$ cat src/rtl/mtp_pkg.sv
package mtp_pkg;

    typedef enum logic [3:0] {
        ST_RESET, ST_IDLE,
        ST_SEL_DR, ST_CAP_DR, ST_SHF_DR, ST_EX1_DR, ST_PAU_DR, ST_EX2_DR, ST_UPD_DR,
        ST_SEL_IR, ST_CAP_IR, ST_SHF_IR, ST_EX1_IR, ST_PAU_IR, ST_EX2_IR, ST_UPD_IR
    } tap_state_t;

    typedef enum logic [1:0] {
        PATH_BYP,
        PATH_ID,
        PATH_BND
    } dr_path_t;

    localparam int OP_W = 3;
    localparam logic [OP_W-1:0] OP_IDENT  = 3'd1;
    localparam logic [OP_W-1:0] OP_FLOAT  = 3'd2;
    localparam logic [OP_W-1:0] OP_SAMPLE = 3'd4;
    localparam logic [OP_W-1:0] IR_CAPTURE_PAT = 3'b001;

    function automatic dr_path_t decode_path(input logic [OP_W-1:0] op);
        dr_path_t p;
        case (op)
            OP_IDENT:            p = PATH_ID;
            OP_FLOAT, OP_SAMPLE: p = PATH_BND;
            default:             p = PATH_BYP;
        endcase
        return p;
    endfunction

endpackage

$ cat src/rtl/tap_fsm.sv
module tap_fsm
    import mtp_pkg::*;
(
    input  logic       clk,
    input  logic       por_n,
    input  logic       mode_sel,
    output tap_state_t state,
    output logic       in_reset,
    output logic       cap_ir,
    output logic       shf_ir,
    output logic       upd_ir,
    output logic       cap_dr,
    output logic       shf_dr
);

    tap_state_t nxt;

    always_ff @(posedge clk or negedge por_n) begin
        if (!por_n) state <= ST_RESET;
        else        state <= nxt;
    end

    always_comb begin
        unique case (state)
            ST_RESET:  nxt = mode_sel ? ST_RESET  : ST_IDLE;
            ST_IDLE:   nxt = mode_sel ? ST_SEL_DR : ST_IDLE;
            ST_SEL_DR: nxt = mode_sel ? ST_SEL_IR : ST_CAP_DR;
            ST_CAP_DR: nxt = mode_sel ? ST_EX1_DR : ST_SHF_DR;
            ST_SHF_DR: nxt = mode_sel ? ST_EX1_DR : ST_SHF_DR;
            ST_EX1_DR: nxt = mode_sel ? ST_UPD_DR : ST_PAU_DR;
            ST_PAU_DR: nxt = mode_sel ? ST_EX2_DR : ST_PAU_DR;
            ST_EX2_DR: nxt = mode_sel ? ST_UPD_DR : ST_SHF_DR;
            ST_UPD_DR: nxt = mode_sel ? ST_SEL_DR : ST_IDLE;
            ST_SEL_IR: nxt = mode_sel ? ST_RESET  : ST_CAP_IR;
            ST_CAP_IR: nxt = mode_sel ? ST_EX1_IR : ST_SHF_IR;
            ST_SHF_IR: nxt = mode_sel ? ST_EX1_IR : ST_SHF_IR;
            ST_EX1_IR: nxt = mode_sel ? ST_UPD_IR : ST_PAU_IR;
            ST_PAU_IR: nxt = mode_sel ? ST_EX2_IR : ST_PAU_IR;
            ST_EX2_IR: nxt = mode_sel ? ST_UPD_IR : ST_SHF_IR;
            ST_UPD_IR: nxt = mode_sel ? ST_SEL_DR : ST_IDLE;
        endcase
    end

    always_comb begin
        in_reset = (state == ST_RESET);
        cap_ir   = (state == ST_CAP_IR);
        shf_ir   = (state == ST_SHF_IR);
        upd_ir   = (state == ST_UPD_IR);
        cap_dr   = (state == ST_CAP_DR);
        shf_dr   = (state == ST_SHF_DR);
    end


    five_ones_reset_chk: assert property (@(posedge clk) disable iff (!por_n)
        (mode_sel && $past(mode_sel) && $past(mode_sel, 2) && $past(mode_sel, 3)
         && $past(mode_sel, 4)) |=> (state == ST_RESET));


    shift_hold_chk: assert property (@(posedge clk) disable iff (!por_n)
        ((state == ST_SHF_DR) && !mode_sel) |=> (state == ST_SHF_DR));

endmodule

$ cat src/rtl/tap_ir.sv
module tap_ir
    import mtp_pkg::*;
#(
    parameter int              W       = OP_W,
    parameter logic [W-1:0]    CAP_PAT = IR_CAPTURE_PAT,
    parameter logic [W-1:0]    RST_OP  = OP_IDENT
) (
    input  logic         clk,
    input  logic         por_n,
    input  logic         in_reset,
    input  logic         cap,
    input  logic         shf,
    input  logic         upd,
    input  logic         scan_in,
    output logic         ir_tail,
    output logic [W-1:0] ir_op
);

    logic [W-1:0] sr_q;

    always_ff @(posedge clk or negedge por_n) begin
        if (!por_n)   sr_q <= '0;
        else if (cap) sr_q <= CAP_PAT;
        else if (shf) sr_q <= {sr_q[W-2:0], scan_in};
    end

    always_ff @(posedge clk or negedge por_n) begin
        if (!por_n)        ir_op <= RST_OP;
        else if (in_reset) ir_op <= RST_OP;
        else if (upd)      ir_op <= sr_q;
    end

    assign ir_tail = sr_q[W-1];


    ir_capture_chk: assert property (@(posedge clk) disable iff (!por_n)
        cap |=> (sr_q == CAP_PAT));


    ir_update_chk: assert property (@(posedge clk) disable iff (!por_n)
        (upd && !in_reset) |=> (ir_op == $past(sr_q)));


    ir_reset_op_chk: assert property (@(posedge clk) disable iff (!por_n)
        in_reset |=> (ir_op == RST_OP));

endmodule

$ cat src/rtl/tap_dr.sv
module tap_dr
    import mtp_pkg::*;
#(
    parameter int          PIN_W  = 65,
    parameter int          HOLD_W = 5,
    parameter logic [31:0] ID_VAL = 32'h0000_0001,
    localparam int         BSR_W  = PIN_W + HOLD_W,
    localparam int         ID_W   = 32
) (
    input  logic             clk,
    input  logic             por_n,
    input  dr_path_t         path,
    input  logic             cap,
    input  logic             shf,
    input  logic             scan_in,
    input  logic [PIN_W-1:0] pin_sample,
    output logic             dr_tail
);

    logic             byp_q;
    logic [ID_W-1:0]  id_q;
    logic [BSR_W-1:0] bsr_q;
    logic [BSR_W-1:0] cap_vec;

    generate
        if (HOLD_W > 0) begin : g_hold
            assign cap_vec = {{HOLD_W{1'b0}}, pin_sample};
        end else begin : g_nohold
            assign cap_vec = pin_sample;
        end
    endgenerate

    always_ff @(posedge clk or negedge por_n) begin
        if (!por_n) begin
            byp_q <= 1'b0;
            id_q  <= '0;
            bsr_q <= '0;
        end else begin
            unique case (path)
                PATH_BYP: begin
                    if (cap)      byp_q <= 1'b0;
                    else if (shf) byp_q <= scan_in;
                end
                PATH_ID: begin
                    if (cap)      id_q <= ID_VAL;
                    else if (shf) id_q <= {id_q[ID_W-2:0], scan_in};
                end
                PATH_BND: begin
                    if (cap)      bsr_q <= cap_vec;
                    else if (shf) bsr_q <= {bsr_q[BSR_W-2:0], scan_in};
                end
                default: ;
            endcase
        end
    end

    always_comb begin
        unique case (path)
            PATH_ID:  dr_tail = id_q[ID_W-1];
            PATH_BND: dr_tail = bsr_q[BSR_W-1];
            default:  dr_tail = byp_q;
        endcase
    end


    bypass_delay_chk: assert property (@(posedge clk) disable iff (!por_n)
        (shf && path == PATH_BYP) |=> (byp_q == $past(scan_in)));


    ident_capture_chk: assert property (@(posedge clk) disable iff (!por_n)
        (cap && path == PATH_ID) |=> (id_q[0] == 1'b1));


    hold_cells_zero_chk: assert property (@(posedge clk) disable iff (!por_n)
        (cap && path == PATH_BND) |=> (bsr_q[BSR_W-1:PIN_W] == '0));

endmodule

$ cat src/rtl/mem_test_port.sv
module mem_test_port
    import mtp_pkg::*;
#(
    parameter int         PIN_W  = 65,
    parameter int         HOLD_W = 5,
    parameter logic [3:0] ID_REV = 4'h2
) (
    input  logic             test_clk,
    input  logic             por_n,
    input  logic             mode_sel,
    input  logic             scan_in,
    input  logic [PIN_W-1:0] pin_sample,
    output logic             scan_out,
    output logic             scan_out_en,
    output logic             data_hiz
);

    localparam logic [31:0] ID_WORD = {ID_REV, 16'h0000, 11'b000_0111_0001, 1'b1};

    tap_state_t     state;
    logic           in_reset, cap_ir, shf_ir, upd_ir, cap_dr, shf_dr;
    logic           ir_tail, dr_tail;
    logic [OP_W-1:0] ir_op;
    dr_path_t       path;

    tap_fsm u_fsm (
        .clk      (test_clk),
        .por_n    (por_n),
        .mode_sel (mode_sel),
        .state    (state),
        .in_reset (in_reset),
        .cap_ir   (cap_ir),
        .shf_ir   (shf_ir),
        .upd_ir   (upd_ir),
        .cap_dr   (cap_dr),
        .shf_dr   (shf_dr)
    );

    tap_ir u_ir (
        .clk      (test_clk),
        .por_n    (por_n),
        .in_reset (in_reset),
        .cap      (cap_ir),
        .shf      (shf_ir),
        .upd      (upd_ir),
        .scan_in  (scan_in),
        .ir_tail  (ir_tail),
        .ir_op    (ir_op)
    );

    assign path = decode_path(ir_op);

    tap_dr #(
        .PIN_W  (PIN_W),
        .HOLD_W (HOLD_W),
        .ID_VAL (ID_WORD)
    ) u_dr (
        .clk        (test_clk),
        .por_n      (por_n),
        .path       (path),
        .cap        (cap_dr),
        .shf        (shf_dr),
        .scan_in    (scan_in),
        .pin_sample (pin_sample),
        .dr_tail    (dr_tail)
    );

    always_ff @(negedge test_clk or negedge por_n) begin
        if (!por_n) begin
            scan_out    <= 1'b0;
            scan_out_en <= 1'b0;
        end else begin
            scan_out_en <= shf_ir | shf_dr;
            scan_out    <= shf_ir ? ir_tail : dr_tail;
        end
    end

    assign data_hiz = (ir_op == OP_FLOAT) && !in_reset;


    out_enable_state_chk: assert property (@(posedge test_clk) disable iff (!por_n)
        scan_out_en == (state == ST_SHF_DR || state == ST_SHF_IR));


    float_rise_chk: assert property (@(posedge test_clk) disable iff (!por_n)
        $rose(data_hiz) |-> ($past(state) == ST_UPD_IR));

endmodule

$ cat config.mk
export PLATFORM = sky130hd
export DESIGN_NAME = mem_test_port
export DESIGN_NICKNAME = d
export VERILOG_FILES = /design/src/rtl/mtp_pkg.sv /design/src/rtl/tap_fsm.sv /design/src/rtl/tap_ir.sv /design/src/rtl/tap_dr.sv /design/src/rtl/mem_test_port.sv
export SDC_FILE = /design/constraint.sdc
export NUM_CORES = 1
export LEC_CHECK = 0
export CAP_MARGIN = 15
export CORE_MARGIN = 2
export CORE_UTILIZATION = 59
export CTS_BUF_LIST = sky130_fd_sc_hd__clkbuf_16
export CTS_CLUSTER_DIAMETER = 200
export DETAILED_ROUTE_END_ITERATION = 7
export DONT_BUFFER_PORTS = 1
export PLACE_DENSITY = 0.72
export SLEW_MARGIN = 30
export SYNTH_ARGS = -nofsm -noshare
export SYNTH_HDL_FRONTEND = slang
export SYNTH_SLANG_ARGS = --single-unit
export TNS_END_PERCENT = 30
$ cat constraint.sdc
create_clock -name test_clk -period 3.3 [get_ports test_clk]
set_clock_uncertainty 0.05 [all_clocks]
set_input_delay 0.66 -clock test_clk [delete_from_list [all_inputs] [get_ports test_clk]]
set_output_delay 0.66 -clock test_clk [all_outputs]
set_load 0.01 [all_outputs]
Word level (Yosys, flattened, before mapping)
Cells that the tools add are included.
{ "totals": {"ff_bits": 115, "latch_bits": 0, "ram_bits": 0, "mem_bits_ro": 0, "input_bits": 69, "out_inout_bits": 3, "word_cells": 69, "mem_count": 0} }
{ "op_classes": {"n_addsub": 0, "mul": 0, "div": 0, "order_cmp": 0, "n_eq_ne": 20, "shifts": 0, "muxes": 26, "bitwise": 1, "reduce_logical": 14} }
{ "ops": {"columns": ["cell", "count"], "rows": [
  ["$mux W70", 2],
  ["$mux W32", 2],
  ["$pmux W4 S12", 1],
  ["$eq A4 B4 Y1 const B", 8],
  ["$mux W3", 6],
  ["$eq A4 B3 Y1 const B", 4],
  ["$mux W4", 4],
  ["$eq A4 B2 Y1 const B", 2],
  ["$mux W1", 6],
  ["$mux W2", 3],
  ["$reduce_and A2 Y1", 3],
  ["$reduce_bool A2 Y1", 3],
  ["$reduce_or A2 Y1", 3],
  ["$eq A4 B1 Y1 const B", 1],
  ["$logic_not A4 Y1", 1],
  ["$pmux W2 S2", 1],
  ["$eq A3 B1 Y1 const B", 1],
  ["$eq A3 B2 Y1 const B", 1],
  ["$eq A3 B3 Y1 const B", 1],
  ["$reduce_or A3 Y1", 1],
  ["$eq A2 B1 Y1 const B", 1],
  ["$eq A2 B2 Y1 const B", 1],
  ["$logic_not A2 Y1", 1],
  ["$pmux W1 S2", 1],
  ["other kinds (3)", 3]
]} }

Longest topological paths before layout
Gate-level depths: netlist of run 1.
{ "depth": {"depth_word": 6, "depth_mapped": 7, "ltp_nobuf": 7} }

Modules after synthesis
From an unflattened synthesis of run 1, not the netlist that was laid out.
{ "hier_totals": {"cells_unflattened": 629, "area_unflattened_um2": 5814.3} }
{ "by_module_without_submodules": {"columns": ["mod", "n_inst", "cells_each", "area_per_inst_um2", "seq_area_each_um2"], "rows": [
  ["tap_dr", 1, 554, 5066.1, 2577.5],
  ["tap_fsm", 1, 49, 409.1, 100.1],
  ["tap_ir", 1, 18, 236.5, 151.4],
  ["mem_test_port", 1, 8, 102.6, 50.0]
]} }

==> qor.csv, run 1 <==
metric,value,unit
status,"finished, violations left",
failing checks,"hold timing, setup timing",
ratio of cells with drive above 1 in the final layout,45.2,%
Synth Warn #,0,
Worst Setup Start Kind,flip-flop,
routed wire length per instance,15.6,µm
Die H,101,µm
Yosys top cell area share,50.0,%
Placed Cells,555,
critical path class,flip-flop to flip-flop,
vias in the first global route,3220,
"Arr. time, crit path",1970,ps
clock tree buffer depth,2,
layout net count,520,
total gr overflow,0,
"FF+latch count, synth",115,
# rows,35,
GPL Wtd Cong,0.818,
CP Capture Type,flip-flop,
Syn Inst Count,444,
# IOs,72,
R2R Setup Slk,-140,ps
synth unique cells,40,
final hold vios,112,
ys async rst share,100,%
top post-synthesis cells by count,"mux2_2, dfrtp_1, nand2_1, inv_1, nor2_1",
CTS sink count,115,
Routed WL,9210,µm
Vias/cell,5.54,
total die area,0.0103,mm²
pre-CTS WS,-123,ps
first-pass GRT wire length,15200,µm
# port buffers,0,
RSZ-0062 raised after global routing,true,
1st-pass router iterations,4,
Worst Hold Slack,-96.8,ps
Root Buffer,clkbuf_16,
H-tree levels,4,
register area share after synthesis,51.4,%
TritonCTS clock tree,yes,
detailed placer's ending HPWL,5420,µm
max-cap violation count,0,
Hold/Removal Path Class,input port to async pin,
pwr dens,787,mW/mm²
Max IR drop VDD,0.442,mV
main flop type after synthesis,dfrtp_1,
Post-synth EDFFs,0,
setup slack after layout,-139,ps
initial antenna violation count,0,
Num CTS Buffers,17,
Crit Path Max Fanout,3,
Rel. slew slack,61.4,%
GRT Util Overall,18.8,%
fin cells,589,
area of the core,0.00924,mm²
"Reg clk slew, reported paths",50,ps
Slew @ Worst Pin,570,ps
Synth area leader,dfrtp_1,
RR Endpoint,scan_out,
Initial Utilization,60.6,%
Post-Syn Area,0.00560,mm²
final max-slew violation count,0,
Leak Pwr,3.10,nW
Mapped Nets,516,
Synth area leaders,"dfrtp_1, mux2_2, mux2i_1",
worst path required time,1830,ps
"count leader, synth",mux2_2,
path depth of the worst reg2reg path,7,
ANT cells,0,
1st-iter DRT viols,86,
worst skew pair latency,400,ps
total design power,5.08,mW
setup violators final,1,
antenna-violating nets left,0,
die width,101,µm
R2R Path Start,u_ir.ir_op[2],
DRC,0,
total vias in the final route,3263,
area grow syn2layout,15.2,%
syn avg cell area,12.6,µm²
largest net degree at the start of global routing,116,
## how the worst max path moves through the flow
stage,from,endpoint
floorplan,u_ir.ir_op[1],scan_out
finish,u_ir.ir_op[2],scan_out
detailed placement,u_ir.ir_op[1],scan_out
global route,u_ir.ir_op[2],scan_out
global placement,u_ir.ir_op[1],scan_out
CTS,u_ir.ir_op[1],scan_out
## worst max-delay path, cell delays in order, from the launching register on
cell	delay, ps
dfrtp_1	400
xor2_1	180
nor2b_4	170
inv_1	70
ha_2	180
a221oi_2	240
a21oi_1	70
mux2_4	260
## metal layers
layer	wire (µm)	vias up	track usage, %
met5	0	-	0
met4	133	0	7.38
met3	350	11	5.18
met2	4440	58	29.0
met1	4290	1635	25.6
li1	-	1559	-
## power breakdown
group          internal (mW)  total, mW  switching (mW)
Sequential              1.62       1.74           0.124
Combinational          0.720       1.38           0.657
Clock                   1.33       1.97           0.636
## cell usage in the layout, fill, tap and decap left out, types with 4 or more instances in the layout
| cell type | instances |
|---|---|
| nand2_1 | 27 |
| a21oi_1 | 6 |
| buf_4 | 14 |
| mux2i_1 | 20 |
| o21ai_0 | 6 |
| clkinvlp_4 | 4 |
| bufinv_16 | 5 |
| mux2_2 | 149 |
| inv_1 | 25 |
| dfrtp_1 | 112 |
| clkbuf_16 | 17 |
| nor2_1 | 20 |
## cell type report
| type | instances | area, µm² |
|---|---|---|
| Sequential cell | 115 | 2880 |
| Fill cell | 647 | 2790 |
| Multi-Input combinational cell | 273 | 2540 |
| Clock buffer | 17 | 425 |
| Clock inverter | 14 | 211 |
| Tap cell | 129 | 161 |
| Timing Repair Buffer | 16 | 145 |
| Inverter | 25 | 93.8 |
## sequential cells by signal, indices dropped and copies added (netlist names)
signal and count:
u_dr.bsr_q 70, u_fsm.state 4, scan_out 1, scan_out_en 1, u_ir.ir_op 3, u_dr.byp_q 1
u_ir.sr_q 3, u_dr.id_q 32
## cell families after synthesis
group           Yosys count  synth area share (%)
simple gates             72                  6.25
xor+xnor                  2                 0.313
flops                   115                  51.4
mux                     170                  33.7
fa+ha+maj                 3                 0.670
compound gates           26                  3.15
buf+inv                  56                  4.53
## repair_timing
item                                    in CTS  in global routing
setup buffers                                2                  1
endpoints found under the hold margin      112                112
resized for setup                            2                  4
endpoints found under the setup margin       1                  1
pin swaps                                    2                  3
## per-stage QoR
step / area [µm²] / util, % / TNS (ps)
detailed placement: 5770 / 62.4 / -123
floorplan: 5610 / - / -11.6
CTS: 6420 / 69.5 / -123
finish: 6450 / 69.9 / -139
global route: 6450 / 69.9 / -196
global placement: 5770 / 62.4 / -34.8
Power figures use the tool's default switching activity.
==> run 2: changes to the inputs <==
Settings changed: ABC_AREA set to 1, HOLD_SLACK_MARGIN set to 0.12.
==> qor.csv, run 2 <==
metric,value,unit
status,"finished, violations left",
failing checks,hold timing,
most frequent CP cell,inv_2,
Vias/cell,5.17,
largest registers,"u_dr.bsr_q (70), u_dr.id_q (32), u_fsm.state (4)",
max-cap violation count,0,
DRC,0,
die width,101,µm
fin cells,871,
clock tree buffer depth,2,
Worst Setup Start Kind,flip-flop,
antenna-violating nets left,0,
setup slack after layout,40.1,ps
# IOs,72,
flip-flop count of the largest register after layout,70,
Hold/Removal Path Class,input port to async pin,
layout net count,819,
Max IR drop VDD,0.393,mV
syn avg cell area,7.27,µm²
Post-Syn Area,0.00552,mm²
critical path class,flip-flop to flip-flop,
GPL Wtd Cong,0.862,
pre-CTS WS,-8.44,ps
vias in the first global route,4348,
Die H,101,µm
Syn Inst Count,760,
Synth area leaders,"dfrtp_1, nand2_1, o21ai_0",
path depth of the worst reg2reg path,8,
Worst path max stage delay,550,ps
setup violators final,0,
Synth area leader,dfrtp_1,
Leak Pwr,3.16,nW
Post-synth EDFFs,0,
total die area,0.0102,mm²
synth unique cells,24,
area of the core,0.00915,mm²
Routed WL,11500,µm
GRT Util Overall,24.3,%
most frequent cells in the layout,"nand2_1, dfrtp_1, o21ai_0, inv_1",
# rows,35,
"FF+latch count, synth",115,
initial antenna violation count,0,
"most common cell after layout, fill and taps aside",nand2_1,
TritonCTS clock tree,yes,
"Reg clk slew, reported paths",50,ps
Num CTS Buffers,17,
top post-synthesis cells by count,"nand2_1, dfrtp_1, o21ai_0, buf_2, inv_1",
ys async rst share,100,%
CTS sink count,115,
Synth Warn #,0,
"count leader, synth",nand2_1,
Reg with most FFs,u_dr.bsr_q,
"Critical Path, Cell by Cell","inv_2, nor3_4, inv_2, ha_4, inv_1, o22ai_1, nand2_2, a21oi_2",
total vias in the final route,4507,
Placed Cells,837,
Root Buffer,clkbuf_16,
# port buffers,0,
detailed placer's ending HPWL,6370,µm
Yosys top cell area share,50.7,%
routed wire length per instance,13.2,µm
final max-slew violation count,0,
R2R Setup Slk,40,ps
total design power,4.56,mW
pwr dens,733,mW/mm²
R2R Path Start,u_ir.ir_op[0],
Rel. slew slack,51.6,%
worst path bufs/invs,3,
worst path required time,1830,ps
RR Endpoint,scan_out,
worst skew pair latency,410,ps
CP Capture Type,flip-flop,
"Arr. time, crit path",1790,ps
Worst Hold Slack,-109,ps
Crit Path Max Fanout,3,
main flop type after synthesis,dfrtp_1,
slowest CP cell,dfstp_2,
total gr overflow,0,
area grow syn2layout,12.4,%
Mapped Nets,832,
largest net degree at the start of global routing,116,
1st-iter DRT viols,341,
final core occ,67.9,%
CP top delay family,flip-flops,
ratio of cells with drive above 1 in the final layout,7.24,%
ANT cells,0,
register area share after synthesis,52.1,%
first-pass GRT wire length,19300,µm
Initial Utilization,60.4,%
1st-pass router iterations,5,
final hold vios,112,
H-tree levels,4,
Slew @ Worst Pin,726,ps
==> run 2: area by class of cell <==
type                            count  area [µm²]
Fill cell                         747        2940
Tap cell                          111         139
Multi-Input combinational cell    584        2400
Clock buffer                       17         425
Timing Repair Buffer                6        61.3
Clock inverter                     15         221
Inverter                           23        88.8
Sequential cell                   115        2880
==> run 2: stage by stage <==
stage	instance area (µm²)	hold slack (ps)	setup TNS (ps)
5_1_grt	6210	-134	-44.9
6_report	6210	-109	0
2_1_floorplan	5520	314	0
3_3_place_gp	5490	318	0
4_1_cts	6160	-120	0
3_5_place_dp	5490	318	-8.44
==> run 2: worst register-to-register path, stage by stage, from the launching register on <==
cell,delay [ps]
dfstp_2,550
inv_2,60
nor3_4,220
inv_2,80
ha_4,180
inv_1,70
o22ai_1,100
nand2_2,70
a21oi_2,50
==> run 2: worst max-delay path by stage <==
stage	start	endpoint	cells past startpoint
detailed placement	u_ir.ir_op[0]	scan_out	6
finish	u_ir.ir_op[0]	scan_out	8
global placement	u_ir.ir_op[0]	scan_out	6
global route	u_ir.ir_op[2]	scan_out	9
CTS	u_ir.ir_op[0]	scan_out	6
floorplan	u_ir.ir_op[0]	scan_out	6
==> run 2: repair_timing <==
action | CTS | global route
resized for setup | 3 | 10
setup buffers | 0 | 2
pin swaps | 0 | 4
endpoints found under the setup margin | 1 | 1
endpoints found under the hold margin | 113 | 113
==> run 2: report_power, final <==
part	total, mW	internal (mW)	switching (mW)
Combinational	0.877	0.273	0.604
Clock	2.02	1.39	0.626
Sequential	1.66	1.56	0.0980
==> run 2: per-layer routing <==
layer  part of all wire (%)  GRT usage [%]
met1                     45           31.0
met2                     48           39.1
met3                    6.2           8.11
met4                    1.1           8.22
met5                      0              0
==> run 2: cells by family after synthesis <==
group,count (synthesis),share of synthesized area [%]
flops,115,52.1
fa+ha+maj,3,0.680
compound gates,53,5.01
simple gates,528,36.6
buf+inv,61,5.57
==> run 3: changes to the inputs <==
Settings changed: CORE_UTILIZATION 59 to 55, PLACE_DENSITY 0.72 to 0.67.
==> qor.csv, run 3 (same netlist as run 2, synthesis figures left out) <==
metric,value,unit
CTS sink count,115,
Num CTS Buffers,17,
sw power,1.28,mW
largest registers,"u_dr.bsr_q (70), u_dr.id_q (32), u_fsm.state (4)",
# IOs,72,
1st-iter DRT viols,320,
detailed placer's ending HPWL,6700,µm
Slew @ Worst Pin,976,ps
"most common cell after layout, fill and taps aside",nand2_1,
Register Area,0.00288,mm²
Die H,104,µm
TritonCTS clock tree,yes,
Sw Ratio,31.2,%
"Reg clk slew, reported paths",50,ps
Leak Pwr,3.10,nW
Comb pwr share,21.2,%
initial antenna violation count,0,
largest net degree at the start of global routing,116,
GRT Util Overall,22.7,%
routed wire length per instance,12.8,µm
Hold/Removal Path Class,input port to async pin,
Max IR drop VDD,0.393,mV
Initial Utilization,56.5,%
Reg with most FFs,u_dr.bsr_q,
ANT cells,0,
final hold vios,112,
path depth of the worst reg2reg path,9,
clock tree buffer depth,2,
Fill cells,911,
ratio of cells with drive above 1 in the final layout,5.93,%
H-tree levels,4,
Crit Path Max Fanout,3,
# port buffers,0,
die width,104,µm
GPL Wtd Cong,0.874,
final max-slew violation count,0,
Worst Setup Start Kind,flip-flop,
worst path required time,1830,ps
critical path class,flip-flop to flip-flop,
most frequent cells in the layout,"nand2_1, dfrtp_1, o21ai_0, inv_1, nor2_1",
Vias/cell,5.09,
DRC,0,
total die area,0.0109,mm²
"Arr. time, crit path",1800,ps
setup violators final,0,
Worst Hold Slack,-98.6,ps
# rows,36,
final core occ,62.3,%
first-pass GRT wire length,19900,µm
RR Endpoint,scan_out,
layout net count,819,
R2R Path Start,u_ir.ir_op[1],
vias in the first global route,4485,
CP Capture Type,flip-flop,
Routed WL,11400,µm
area taken by multi-input logic gates,0.00238,mm²
area grow syn2layout,10.3,%
sequential power share,40.3,%
pre-CTS WS,-23.6,ps
status,"finished, violations left",
Internal Power,2.83,mW
setup slack after layout,29.4,ps
pwr dens,674,mW/mm²
max-cap violation count,0,
1st-pass router iterations,5,
area of the core,0.00977,mm²
R2R Setup Slk,30,ps
total gr overflow,0,
Root Buffer,clkbuf_16,
worst skew pair latency,400,ps
clock share of power,38.5,%
flip-flop count of the largest register after layout,70,
setup TNS,0,ps
antenna-violating nets left,0,
Rel. slew slack,35.0,%
total vias in the final route,4543,
failing checks,hold timing,
[run 3: cell count changes in the layout (fill, tap and decap cells not counted), sizes merged]
cell,delta
clkinv,+3
bufinv,-5
clkinvlp,-1
inv,+2
[run 3: cell type report]
cell class,count,area share [%]
Multi-Input combinational cell,584,39.1
Sequential cell,115,47.3
Clock inverter,14,1.38
Timing Repair Buffer,6,1.15
Inverter,23,1.42
Tap cell,133,2.73
Clock buffer,17,6.98
[run 3: worst max-delay path by stage]
stage | to | startpoint | slack (ps)
global placement | scan_out | u_ir.ir_op[0] | 50
global route | scan_out | u_ir.ir_op[1] | -30
detailed placement | scan_out | u_ir.ir_op[0] | -20
floorplan | scan_out | u_ir.ir_op[0] | 120
finish | scan_out | u_ir.ir_op[1] | 30
CTS | scan_out | u_ir.ir_op[0] | 30
[run 3: critical path, stage by stage (launching register included)]
cell and delay [ps]:
dfrtp_1 420, inv_1 90, nor2_1 170, o21ai_2 110, buf_4 150, ha_1 210
inv_1 70, o22ai_1 70, nand2_1 60, a21oi_1 50
[run 3: repair_timing]
item	CTS	global route
gates cloned	0	0
gates resized for setup	2	5
hold endpoints to repair	113	113
setup endpoints to repair	1	1
pin swaps	0	1
setup buffers	0	1
[run 3: stage by stage]
step	hold WS [ps]	std cells	total power [mW]	instance area (µm²)
after floorplan	314	760	2.37	5520
after global placement	318	860	2.50	5540
after detailed placement	318	860	2.53	5540
after CTS	-113	891	4.13	6050
after global routing	-125	892	4.38	6090
final	-98.6	892	4.11	6090
[run 3: routing by layer]
layer  GRT usage, %  wire (µm)  vias to the layer above
met5              0          0                        -
met4           7.63        105                        0
met3           6.89        625                       13
met2           37.6       5480                      124
met1           28.5       5190                     2110
li1               -          -                     2296
[run 3: power by group through the flow]
stage	clock network, mW	logic (mW)	registers (mW)
global placement	0	0.836	1.67
finish	1.58	0.873	1.66
detailed placement	0	0.857	1.67
floorplan	0	0.716	1.65
CTS	1.61	0.864	1.65
global route	1.69	1.02	1.67
